===== src/rtl/legsplit_pkg.sv =====
package legsplit_pkg;
  localparam int NUM_LEGS    = 4;
  localparam int LEG_NEUTRAL = 3;

  typedef struct packed {
    logic load;    // capture inputs, compute levels and remainders
    logic step;    // one restoring-division iteration on every leg
    logic finish;  // last iteration, publish results
  } seq_ctrl_t;
endpackage


===== src/rtl/legsplit_seq.sv =====
module legsplit_seq
  import legsplit_pkg::*;
#(
  parameter int ITERS = 13
) (
  input  logic      clk,
  input  logic      rstN,
  input  logic      start,
  output seq_ctrl_t ctrl
);
  localparam int CNT_W = $clog2(ITERS + 1);

  logic [CNT_W-1:0] cnt;

  always_comb begin
    ctrl.load   = start && (cnt == '0);
    ctrl.step   = (cnt != '0);
    ctrl.finish = (cnt == CNT_W'(1));
  end

  always_ff @(posedge clk or negedge rstN) begin
    if (!rstN)           cnt <= '0;
    else if (ctrl.load)  cnt <= CNT_W'(ITERS);
    else if (ctrl.step)  cnt <= cnt - CNT_W'(1);
  end

  // a start that arrives while busy must not restart the count
  p_busy_no_reload_r8: assert property (@(posedge clk) disable iff (!rstN)
    (start && ctrl.step && !ctrl.finish) |=> !ctrl.load);
endmodule


===== src/rtl/legsplit_datapath.sv =====
module legsplit_datapath
  import legsplit_pkg::*;
#(
  parameter int REF_W     = 16,
  parameter int VDC_W     = 16,
  parameter int LEVELS    = 3,
  parameter int DUTY_FRAC = 12
) (
  input  logic                                       clk,
  input  logic                                       rstN,
  input  seq_ctrl_t                                  ctrl,
  input  logic signed [REF_W-1:0]                    refA,
  input  logic signed [REF_W-1:0]                    refB,
  input  logic signed [REF_W-1:0]                    refC,
  input  logic [VDC_W-1:0]                           vdc,
  output logic                                       valid,
  output logic [NUM_LEGS-1:0][$clog2(LEVELS)-1:0]    legLevel,
  output logic [NUM_LEGS-1:0][DUTY_FRAC:0]           legDuty
);
  localparam int LVL_W = $clog2(LEVELS);
  localparam int LEG_W = REF_W + 2;
  localparam int DEN_W = VDC_W + 1;
  localparam int REM_W = DEN_W + 1;
  localparam int ACC_W = ((REF_W > VDC_W) ? REF_W : VDC_W) + $clog2(LEVELS) + 5;
  localparam logic signed [ACC_W-1:0] STEP_S = ACC_W'(LEVELS - 1);
  localparam logic [DUTY_FRAC:0] DUTY_ONE = (DUTY_FRAC+1)'(1) << DUTY_FRAC;

  // Common shift: floor((max + min) / 2) over the phase references
  logic signed [REF_W-1:0] refMax, refMin;
  logic signed [REF_W:0]   sumS, shiftS;
  logic [DEN_W-1:0]        denU;
  logic signed [ACC_W-1:0] vdcS, denS, fullS;

  always_comb begin
    refMax = refA;
    refMin = refA;
    if (refB > refMax) refMax = refB;
    if (refC > refMax) refMax = refC;
    if (refB < refMin) refMin = refB;
    if (refC < refMin) refMin = refC;
    sumS   = (REF_W+1)'(refMax) + (REF_W+1)'(refMin);
    shiftS = sumS >>> 1;
    denU   = {vdc, 1'b0};
    vdcS   = ACC_W'($signed({1'b0, vdc}));
    denS   = ACC_W'($signed({1'b0, denU}));
    fullS  = denS * STEP_S;
  end

  logic [DEN_W-1:0] denReg;
  always_ff @(posedge clk or negedge rstN) begin
    if (!rstN)          denReg <= '0;
    else if (ctrl.load) denReg <= denU;
  end

  always_ff @(posedge clk or negedge rstN) begin
    if (!rstN) valid <= 1'b0;
    else       valid <= ctrl.finish;
  end

  for (genvar g = 0; g < NUM_LEGS; g++) begin : gLeg
    logic signed [LEG_W-1:0] legRef;
    logic signed [ACC_W-1:0] numer, clamped, base, remS;
    logic [LVL_W-1:0]        offCalc, offReg;
    logic [REM_W-1:0]        remReg, nextRem;
    logic [REM_W-2:0]        subRem;
    logic [DUTY_FRAC-1:0]    qReg;
    logic                    bitNow;

    if (g == LEG_NEUTRAL) begin : gNeutral
      always_comb legRef = -LEG_W'(shiftS);
    end else if (g == 0) begin : gPhA
      always_comb legRef = LEG_W'(refA) - LEG_W'(shiftS);
    end else if (g == 1) begin : gPhB
      always_comb legRef = LEG_W'(refB) - LEG_W'(shiftS);
    end else begin : gPhC
      always_comb legRef = LEG_W'(refC) - LEG_W'(shiftS);
    end

    // Scale to level steps, lift by half the span, clamp, split
    always_comb begin
      numer = ((ACC_W'(legRef) <<< 1) + vdcS) * STEP_S;
      if (numer[ACC_W-1])    clamped = '0;
      else if (numer > fullS) clamped = fullS;
      else                   clamped = numer;
      offCalc = '0;
      base    = '0;
      for (int k = 1; k <= LEVELS - 2; k++) begin
        if (clamped >= denS * ACC_W'(k)) begin
          offCalc = LVL_W'(k);
          base    = denS * ACC_W'(k);
        end
      end
      remS = clamped - base;
    end

    // One restoring-division step of remainder / (2*vdc)
    always_comb begin
      bitNow  = (remReg >= {1'b0, denReg});
      subRem  = (REM_W-1)'(bitNow ? (remReg - {1'b0, denReg}) : remReg);
      nextRem = {subRem, 1'b0};
    end

    always_ff @(posedge clk or negedge rstN) begin
      if (!rstN) begin
        offReg <= '0;
        remReg <= '0;
        qReg   <= '0;
      end else if (ctrl.load) begin
        offReg <= offCalc;
        remReg <= REM_W'(remS);
        qReg   <= '0;
      end else if (ctrl.step) begin
        remReg <= nextRem;
        qReg   <= {qReg[DUTY_FRAC-2:0], bitNow};
      end
    end

    logic [LVL_W-1:0]   lvlOut;
    logic [DUTY_FRAC:0] dutyOut;
    always_ff @(posedge clk or negedge rstN) begin
      if (!rstN) begin
        lvlOut  <= '0;
        dutyOut <= '0;
      end else if (ctrl.finish) begin
        lvlOut  <= offReg;
        dutyOut <= {qReg, bitNow};
      end
    end
    assign legLevel[g] = lvlOut;
    assign legDuty[g]  = dutyOut;

    p_duty_cap_r10: assert property (@(posedge clk) disable iff (!rstN)
      valid |-> (dutyOut <= DUTY_ONE));
    p_level_cap_r10: assert property (@(posedge clk) disable iff (!rstN)
      valid |-> (lvlOut <= LVL_W'(LEVELS - 2)));
    p_full_duty_top_r6: assert property (@(posedge clk) disable iff (!rstN)
      (valid && dutyOut == DUTY_ONE) |-> (lvlOut == LVL_W'(LEVELS - 2)));
  end

  p_single_valid_r2: assert property (@(posedge clk) disable iff (!rstN)
    valid |=> !valid);
  p_hold_between_r2: assert property (@(posedge clk) disable iff (!rstN)
    !valid |-> ($stable(legDuty) && $stable(legLevel)));
endmodule


===== src/rtl/pwm_ref_decomposer.sv =====
module pwm_ref_decomposer
  import legsplit_pkg::*;
#(
  parameter int REF_W     = 16,
  parameter int VDC_W     = 16,
  parameter int LEVELS    = 3,
  parameter int DUTY_FRAC = 12
) (
  input  logic                                    clk,
  input  logic                                    rstN,
  input  logic                                    start,
  input  logic signed [REF_W-1:0]                 refA,
  input  logic signed [REF_W-1:0]                 refB,
  input  logic signed [REF_W-1:0]                 refC,
  input  logic [VDC_W-1:0]                        vdc,
  output logic                                    valid,
  output logic [3:0][$clog2(LEVELS)-1:0]          legLevel,
  output logic [3:0][DUTY_FRAC:0]                 legDuty
);
  localparam int ITERS = DUTY_FRAC + 1;

  seq_ctrl_t ctrl;

  legsplit_seq #(.ITERS(ITERS)) uSeq (
    .clk   (clk),
    .rstN  (rstN),
    .start (start),
    .ctrl  (ctrl)
  );

  legsplit_datapath #(
    .REF_W(REF_W), .VDC_W(VDC_W), .LEVELS(LEVELS), .DUTY_FRAC(DUTY_FRAC)
  ) uPath (
    .clk      (clk),
    .rstN     (rstN),
    .ctrl     (ctrl),
    .refA     (refA),
    .refB     (refB),
    .refC     (refC),
    .vdc      (vdc),
    .valid    (valid),
    .legLevel (legLevel),
    .legDuty  (legDuty)
  );
endmodule


===== config.mk =====
export PLATFORM = sky130hd
export DESIGN_NAME = pwm_ref_decomposer
export DESIGN_NICKNAME = d
export VERILOG_FILES = /design/src/rtl/legsplit_pkg.sv /design/src/rtl/legsplit_seq.sv /design/src/rtl/legsplit_datapath.sv /design/src/rtl/pwm_ref_decomposer.sv
export SDC_FILE = /design/constraint.sdc
export NUM_CORES = 1
export LEC_CHECK = 0
export ABC_AREA = 1
export BUFFER_PORTS_ARGS = -buffer_cell sky130_fd_sc_hd__clkbuf_2
export CAP_MARGIN = 30
export CORE_ASPECT_RATIO = 0.7
export CORE_MARGIN = 2
export CORE_UTILIZATION = 52
export CTS_BUF_LIST = sky130_fd_sc_hd__clkbuf_2
export DETAILED_ROUTE_END_ITERATION = 7
export GPL_TIMING_DRIVEN = 0
export HOLD_SLACK_MARGIN = 0.06
export PLACE_DENSITY = 0.72
export RECOVER_POWER = 100
export SYNTH_ARGS = -nofsm -noshare
export SYNTH_HDL_FRONTEND = slang
export SYNTH_SLANG_ARGS = --single-unit

===== constraint.sdc =====
create_clock -name clk -period 3.86 [get_ports clk]
set_clock_uncertainty 0.1 [all_clocks]
set_input_delay 0.193 -clock clk [delete_from_list [all_inputs] [get_ports clk]]
set_output_delay 0.193 -clock clk [all_outputs]
set_load 0.03 [all_outputs]

# Word level (Yosys, flattened, before mapping)
# Index checks and enable logic that the tools add are counted.
# totals
register_bits,209
latchBits,0
ram_bits,0
romBits,0
inputBits,67
out_inout_bits,61
wordCells,104
mem_count,0
# op_classes
add_sub_neg,18
n_mul,0
div_mod_pow,0
order_cmp,16
n_eq_ne,1
shifts,0
muxes,42
bitwise,0
n_reduce_logical,4
# op_table
operator,n
two-way mux 22 bit,8
two-way mux 18 bit,8
two-way mux 17 bit,8
two-way mux 12 bit,8
greater-than comparator 23 x 19 -> 1 bit,4
greater-or-equal comparator 22 x 17 -> 1 bit,4
greater-or-equal comparator 18 x 17 -> 1 bit,4
subtractor 17 bit,4
two-way mux 16 bit,4
adder 18 x 17 -> 19 bit,3
subtractor 18 bit,3
subtractor 16 x 16 -> 17 bit,3
greater-than comparator 16 bit,2
less-than comparator 16 bit,2
adder 19 x 17 -> 20 bit,1
negation 16 -> 18 bit,1
subtractor 18 x 17 -> 18 bit,1
adder 16 x 16 -> 17 bit,1
two-way mux 4 bit,2
"equality test 4 x 1 -> 1 bit, second input constant",1
zero test 4 bit,1
two-way mux 1 bit,4
nonzero test 4 bit,1
"subtractor 4 x 1 -> 4 bit, second input constant",1
2 further kinds,2

# Longest topological paths before layout
# Gate-level depths: netlist (run 1).
# logic_depth
depth_word,14
ltp_mapped,105
ltp_nobuf,102

# Hierarchy
# From an unflattened synthesis (run 1), not the netlist that was laid out.
# hier_totals
hier_cells,3684
hier_area_um2,25369.3
# by_module_without_submodules
mod,instances,cells_per_inst,area_per_inst_um2,seq_area_each_um2
legsplit_datapath,1,3651,25106.6,4829.6
legsplit_seq,1,33,262.8,100.1

# Worst setup path before layout (run 1)
# OpenSTA, ideal clock, no wires.
# synth_path
path_kind,in2reg
startpoint,input port refA[15]
endpoint,register uPath.gLeg[3].remReg[17]
setup_ns,0.139
arrival_ns,11.948
required_ns,3.621
slack_ns,-8.327
cell_stages,91
n_path_buf,2
path_cell_list,inv_1 ha_1 nand2_1 inv_2 nand3_2 inv_1 a21oi_1 nand2_1 nand2_1 nand2_2 nand2_2 clkbuf_1 o21ai_0 ha_1 inv_1 nor2_1 nor2_1 o21a_1 [... 55 more ...] inv_1 a21oi_1 o21bai_1 a21oi_1 o21bai_1 a21oi_1 o21ai_0 nand3_1 nand2_1 nand3_1 nand2_1 a21oi_1 nor2_1 nor2_1 inv_1 a21oi_1 o21ai_1 a31oi_1
# synth_between
elab_chain_len,14
elab_cells_between_ends,18
classes_between,add/sub (4); order compare (6); mux (8)
# synth_rtl
item,line_no,text
from (decl),pwm_ref_decomposer.sv:12,"input logic signed [REF_W-1:0] refA,"
greater-than comparator 16 bit or less-than comparator 16 bit (tied branches),"legsplit_datapath.sv:37, legsplit_datapath.sv:39",
"two-way mux 16 bit, on equally long branches","legsplit_datapath.sv:37, legsplit_datapath.sv:39",
greater-than comparator 16 bit or less-than comparator 16 bit (tied branches),"legsplit_datapath.sv:38, legsplit_datapath.sv:40",
"two-way mux 16 bit, on equally long branches","legsplit_datapath.sv:38, legsplit_datapath.sv:40",
adder 16 x 16 -> 17 bit (*),legsplit_datapath.sv:41,sumS = (REF_W+1)'(refMax) + (REF_W+1)'(refMin);
negation 16 -> 18 bit (*),legsplit_datapath.sv:70,always_comb legRef = -LEG_W'(shiftS);
adder 19 x 17 -> 20 bit (*),legsplit_datapath.sv:81,numer = ((ACC_W'(legRef) <<< 1) + vdcS) * STEP_S;
greater-than comparator 23 x 19 -> 1 bit,legsplit_datapath.sv:83,else if (numer > fullS) clamped = fullS;
two-way mux 22 bit,legsplit_datapath.sv:83,
two-way mux 22 bit (*),legsplit_datapath.sv:82,if (numer[ACC_W-1]) clamped = '0;
greater-or-equal comparator 22 x 17 -> 1 bit,legsplit_datapath.sv:88,if (clamped >= denS * ACC_W'(k)) begin
two-way mux 17 bit,legsplit_datapath.sv:88,
subtractor 18 bit (*),legsplit_datapath.sv:93,remS = clamped - base;
two-way mux 18 bit (*),legsplit_datapath.sv:108,end else if (ctrl.load) begin
to (signal assigned),legsplit_datapath.sv:110,remReg <= REM_W'(remS);
to (signal assigned),legsplit_datapath.sv:113,remReg <= nextRem;
to (decl),legsplit_datapath.sv:64,"logic [REM_W-1:0] remReg, nextRem;"
# Every way passes the cells marked *; elsewhere a longest branch is shown, timed or not.
# A chain may end at the register's enable or synchronous reset.

# Worst setup path in the final report (run 1)
# layout_path
startpoint,input port refA[13]
endpoint,register uPath.gLeg[3].remReg[17]
# Same word-level chain as after synthesis.

==> impl_metrics.json, run 1 <==
{
  "drc": 0,
  "slew_viol_final": 199,
  "cp.required_ns": 4.47,
  "num_rows": 67,
  "start_kind": "input pin",
  "dr.first_iter.drc_count": 3084,
  "drv_cap": 2,
  "clock_path_buffers": 2,
  "max_slew.worst_pin.slew_ns": 2.47,
  "first_pass_iters": 8,
  "via_count": 27800,
  "drtAntennaViolNets": 0,
  "min_path_type": "in2reg",
  "timing_hold_violations_final": 0,
  "crit_type": "in2reg",
  "tns_ns": -548.31,
  "max_freq_mhz": 81.0,
  "violations": "max-capacitance violations, max-slew violations, negative setup slack",
  "syn2layout_area_growth_pct": 24.3,
  "core-area_sq_mm": 0.0480,
  "slowest_delay_ns": 0.38,
  "worstPathArrival_ns": 12.96,
  "setup_viol": 80,
  "ys_seq_elements": 197,
  "syn_area_sq_mm": 0.0254,
  "setup_ws_ns": -8.49,
  "yosys_warnings": 0,
  "grt_usage": 0.360,
  "syn_area_per_cell_sq_um": 7.00,
  "grt-ovfl-total": 0,
  "path_clk_slew_ns": 0.30,
  "synthCells": 3631,
  "cts_buffers": 17,
  "synth_async_sr_flop_share": 1.00,
  "cp_slowest_cell": "ha_1",
  "cts_tree": "yes",
  "design_area_sq_mm": 0.0316,
  "dp_hpwl_um": 70600,
  "cts_root_buf": "clkbuf_2",
  "fillers": 4141,
  "min_period_ns": 12.35,
  "whs_ns": 0.202,
  "ys_seq_area_frac": 0.194,
  "antenna_found_initial": 2,
  "clk_latency_ns": 0.82,
  "fin_crit_sh": 3.20,
  "gp_congestion": 1.01,
  "grt_max_degree": 102,
  "synth.distinct_cells": 68,
  "die_h_um": 189,
  "slew_headroom": -0.650,
  "wl_per_cell_um": 20.2,
  "dieArea_sq_mm": 0.0507,
  "portBuffers": 123,
  "io_pins": 128,
  "fin_nets": 4516,
  "yosys.area.top_type": "ha_1",
  "grt_setup_unrepaired": "true",
  "die_w_um": 268,
  "dp_slack_ns": -10.36,
  "drive_gt1_frac": 0.223,
  "status": "complete, but fails checks",
  "start_util": 0.529,
  "cp_common_cell": "a21oi_2",
  "synthTopCellsByArea": "ha_1 20%, dfrtp_1 19%, nand2_1 10%",
  "clock-sinks": 197,
  "htreeDepth": 4,
  "grt_pass1_vias": 25400,
  "multi_input_area_sq_mm": 0.0205,
  "synth_edf_count": 0,
  "place_area_sq_mm": 0.0276,
  "worstSetupEndpointType": "flop",
  "synth_top_flop_cell": "dfrtp_1",
  "ff_latch_area_sq_mm": 0.00493,
  "critPathMaxFanout": 10,
  "synth_top_area_frac": 0.203,
  "vias_per_cell": 5.94,
  "grt_first_pass_wirelength_um": 141000,
  "routed_wl_um": 94600
}
## placed cells by master, fill, tap and decap left out, drive strengths merged, types with 16 or more instances in the layout
cell,Yosys,final
nand2,758,758
inv,498,502
ha,413,413
o21ai,388,388
a21oi,346,346
buf,21,260
clkbuf,76,218
nor2,200,200
dfrtp,197,197
nand3,168,168
xor2,131,131
o22ai,63,63
xnor2,55,55
nand4,53,53
o21bai,47,47
a211oi,32,32
nor3,30,30
a31oi,25,25
o211ai,18,18
fa,16,16
## per-stage QoR
step	utilization	std cells
after floorplan	-	3634
after global placement	0.574	4412
after detailed placement	0.575	4416
after CTS	0.636	4633
after global routing	0.658	4689
final	0.658	4689
## worst max-delay path: cells and delay by family
kind | cells | cell delay (ns)
adders and majority gates | 8 | 2.47
and+or+nand+nor | 27 | 2.86
buffers and inverters | 16 | 1.61
xor gates and xnor gates | 2 | 0.46
AOI/OAI and AO/OA | 38 | 5.28
## sequential cells by signal, summed over array words and instances (netlist names)
register            flops
uPath.denReg           16
uPath.valid             1
uSeq.cnt                4
uPath.gLeg.qReg        48
uPath.gLeg.remReg      68
uPath.gLeg.lvlOut       4
uPath.gLeg.offReg       4
uPath.gLeg.dutyOut     52
## Yosys cell counts, types with 49 or more instances
| library cell | instances |
|---|---|
| clkbuf_1 | 76 |
| nand2_1 | 689 |
| ha_1 | 413 |
| nand3_1 | 146 |
| a21oi_1 | 343 |
| nor2_1 | 189 |
| nand2_2 | 62 |
| inv_1 | 484 |
| o22ai_1 | 63 |
| o21ai_0 | 362 |
| xor2_1 | 130 |
| nand4_1 | 49 |
| dfrtp_1 | 197 |
| xnor2_1 | 54 |
## cell families after synthesis
kind of cell	after synthesis	share of synthesized area
buffers and inverters	598	0.0896
AND/OR/NAND/NOR	1250	0.222
AO/OA/AOI/OAI	970	0.214
flip-flops	197	0.194
adder cells (fa/ha/maj)	429	0.216
XOR/XNOR	186	0.0647
other	1	0.000148
## final cells by class
| type | instances | area share |
|---|---|---|
| buffer | 97 | 0.0189 |
| tap | 655 | 0.0259 |
| inverter | 501 | 0.0617 |
| timing repair inverter | 1 | 0.000158 |
| clock buffer | 18 | 0.00285 |
| clock inverter | 14 | 0.00376 |
| antenna | 1 | 0.0000792 |
| sequential | 197 | 0.156 |
| timing repair buffer | 366 | 0.0831 |
| multi-input combinational | 2839 | 0.647 |
## what timing repair did
| action | in CTS | in global routing |
|---|---|---|
| pin swaps | 120 | 121 |
| gates cloned | 0 | 3 |
| gates resized for setup | 309 | 192 |
| setup buffers | 181 | 54 |
| hold buffers | 4 | 0 |
| endpoints found under the hold margin | 199 | 0 |
| setup endpoints to repair | 80 | 80 |
## final timing paths
kind                            cells past startpoint                  endpoint                      from  slack (ns)
worst min register to register                      2  uPath.gLeg[0].dutyOut[5]  uPath.gLeg[0].dutyOut[5]        0.43
min in group asynchronous                           4  uPath.gLeg[3].remReg[12]                      rstN        1.29
worst max register to register                     22   uPath.gLeg[1].remReg[5]           uPath.denReg[2]       -0.76
max in group asynchronous                           4           uPath.denReg[2]                      rstN        0.83
worst min-delay path                                7  uPath.gLeg[1].remReg[17]                   vdc[15]        0.20
worst max-delay path                               91  uPath.gLeg[3].remReg[17]                  refA[13]       -8.49
## routing by layer
| layer | wire length (um) | GRT usage | part of all wire | vias to the layer above |
|---|---|---|---|---|
| met3 | 13700 | 0.141 | 0.14 | 184 |
| met4 | 1940 | 0.0735 | 0.020 | 0 |
| met1 | 42300 | 0.537 | 0.45 | 13100 |
| li1 | - | - | - | 13100 |
| met5 | 0 | 0 | 0 | - |
| met2 | 36600 | 0.484 | 0.39 | 1482 |
Power of run 1 is not shown: default switching activity piles up to over one toggle a cycle in this logic, so the estimate is an artifact.
==> run 2: changes to the inputs <==
==> constraint.sdc (replaced) <==
create_clock -name clk -period 3.86 [get_ports clk]
set_clock_uncertainty 0.1 [all_clocks]
set_input_delay 0.386 -clock clk [delete_from_list [all_inputs] [get_ports clk]]
set_output_delay 0.386 -clock clk [all_outputs]
set_load 0.03 [all_outputs]
==> run 2 against run 1 <==
Compared with the run above: the run still ends with max-capacitance violations, max-slew violations, negative setup slack left; non-clock buffer count did not move; die area stayed put; first-iteration DRC count grew 4.3%; via count is 0.21% lower; largest cell class unchanged; highest routed layer unchanged; fmax fell by 1.2%; global-route usage hardly changed.
==> impl_metrics.json, run 2 (synthesized netlist as in run 1, its figures left out) <==
{
  "status": "complete, but fails checks",
  "violations": "max-capacitance violations, max-slew violations, negative setup slack",
  "cp_common_cell": "a21oi_2",
  "htreeDepth": 4,
  "grt_pass1_vias": 25400,
  "min_path_type": "in2reg",
  "dp_hpwl_um": 70600,
  "setup_viol": 80,
  "slowest_delay_ns": 0.39,
  "drv_cap": 1,
  "cp-startpoint": "refA[13]",
  "max_slew.worst_pin.slew_ns": 2.16,
  "wl_per_cell_um": 20.2,
  "grt_usage": 0.360,
  "drc": 0,
  "via_count": 27800,
  "fin_crit_sh": 3.24,
  "reg2reg_depth": 22,
  "vias_per_cell": 5.92,
  "routed_wl_um": 94500,
  "largest_register": "uPath.gLeg.remReg",
  "start_util": 0.529,
  "num_rows": 67,
  "worstSetupEndpointType": "flop",
  "reg2reg_slack_ns": -0.77,
  "grt_max_degree": 102,
  "grt-ovfl-total": 0,
  "die_h_um": 189,
  "drtAntennaViolNets": 0,
  "mostFrequentLayoutCells": "644 x nand2_1, 443 x inv_1, 353 x ha_1",
  "r2r_end": "uPath.gLeg[1].remReg[5]",
  "largest_reg_flops": 68,
  "cts_root_buf": "clkbuf_2",
  "io_pins": 128,
  "portBuffers": 123,
  "dieArea_sq_mm": 0.0507,
  "slew_viol_final": 87,
  "r2r-start": "uPath.denReg[2]",
  "grt_first_pass_wirelength_um": 141000,
  "drive_gt1_frac": 0.223,
  "worstPathArrival_ns": 13.11,
  "critPathMaxFanout": 10,
  "syn2layout_area_growth_pct": 24.3,
  "cts_tree": "yes",
  "max_freq_mhz": 80.0,
  "dr.first_iter.drc_count": 3217,
  "cp.required_ns": 4.48,
  "reg.largest.list": "uPath.gLeg.remReg: 68 flops, uPath.gLeg.dutyOut: 52 flops, uPath.gLeg.qReg: 48 flops",
  "crit_type": "in2reg",
  "setup_ws_ns": -8.63,
  "clock-sinks": 197,
  "final_common_cell": "nand2_1",
  "antenna_found_initial": 2,
  "fin_nets": 4516,
  "min_period_ns": 12.49,
  "clock_path_buffers": 2,
  "first_pass_iters": 6,
  "clk_latency_ns": 0.84,
  "cts_buffers": 17,
  "start_kind": "input pin",
  "gp_congestion": 1.01,
  "die_w_um": 268,
  "whs_ns": 0.383,
  "timing_hold_violations_final": 0,
  "place_area_sq_mm": 0.0276,
  "core-area_sq_mm": 0.0480,
  "design_area_sq_mm": 0.0316,
  "path_clk_slew_ns": 0.30,
  "cp_slowest_cell": "ha_1",
  "grt_setup_unrepaired": "true",
  "slew_headroom": -0.440,
  "cp-endpoint": "uPath.gLeg[3].remReg[17]"
}
[run 2: cell count changes in the layout (fill, tap and decap cells not counted), sizes merged]
cell / change
clkbuf: -2
buf: +1
dlygate4sd3: +1
[run 2: cell type report]
class	instances	area, sq um
plain buffers	97	597
flip-flops and latches	197	4930
repair inverters	1	5.00
diodes	1	2.50
fillers	4141	16400
multi-input cells	2839	20500
well taps	655	820
inverters	501	1950
clock inverters	14	119
clock buffers	18	90.1
repair buffers	366	2640
[run 2: how the worst min path moves through the flow]
stage                                           to  cells past startpoint              from  slack, ns
final                     uPath.gLeg[1].remReg[17]                      7           vdc[15]       0.38
after detailed placement          uPath.denReg[10]                      2  uPath.denReg[10]       0.37
after global placement             uPath.denReg[5]                      2   uPath.denReg[5]       0.37
after CTS                 uPath.gLeg[2].remReg[17]                      7           vdc[15]       0.31
after global routing      uPath.gLeg[1].remReg[17]                      7           vdc[15]       0.28
after floorplan                   uPath.denReg[10]                      0              rstN      -0.01
[run 2: metal layers]
layer / share of wire / routed length [um] / GRT usage / up-vias
met3: 0.14 / 13700 / 0.142 / 195
li1: - / - / - / 13100
met5: 0 / 0 / 0 / -
met4: 0.021 / 1980 / 0.0746 / 0
met2: 0.39 / 36400 / 0.483 / 1412
met1: 0.45 / 42500 / 0.537 / 13000
[run 2: worst max-delay path: cells and delay by family]
family / cells / cell delay, ns
buffers and inverters: 16 / 1.62
AO/OA/AOI/OAI: 38 / 5.26
AND/OR/NAND/NOR: 27 / 2.84
adder cells (fa/ha/maj): 8 / 2.48
XOR/XNOR: 2 / 0.47
[run 2: what timing repair did]
item,CTS,global route
hold buffers,4,0
endpoints found under the hold margin,97,0
endpoints found under the setup margin,80,80
pin swaps,120,121
gates cloned,0,3
buffers inserted,181,54
resized for setup,309,192
[run 2: per-stage QoR]
| stage | util | setup slack [ns] | setup TNS, ns | instances |
|---|---|---|---|---|
| final | 0.658 | -8.63 | -556.44 | 4689 |
| after global routing | 0.658 | -9.21 | -596.49 | 4689 |
| after CTS | 0.636 | -7.96 | -510.86 | 4633 |
| after detailed placement | 0.575 | -10.55 | -667.68 | 4416 |
| after global placement | 0.574 | -10.48 | -970.91 | 4412 |
| after floorplan | - | -7.76 | -482.36 | 3634 |
Power of run 2 is left out for the same reason.
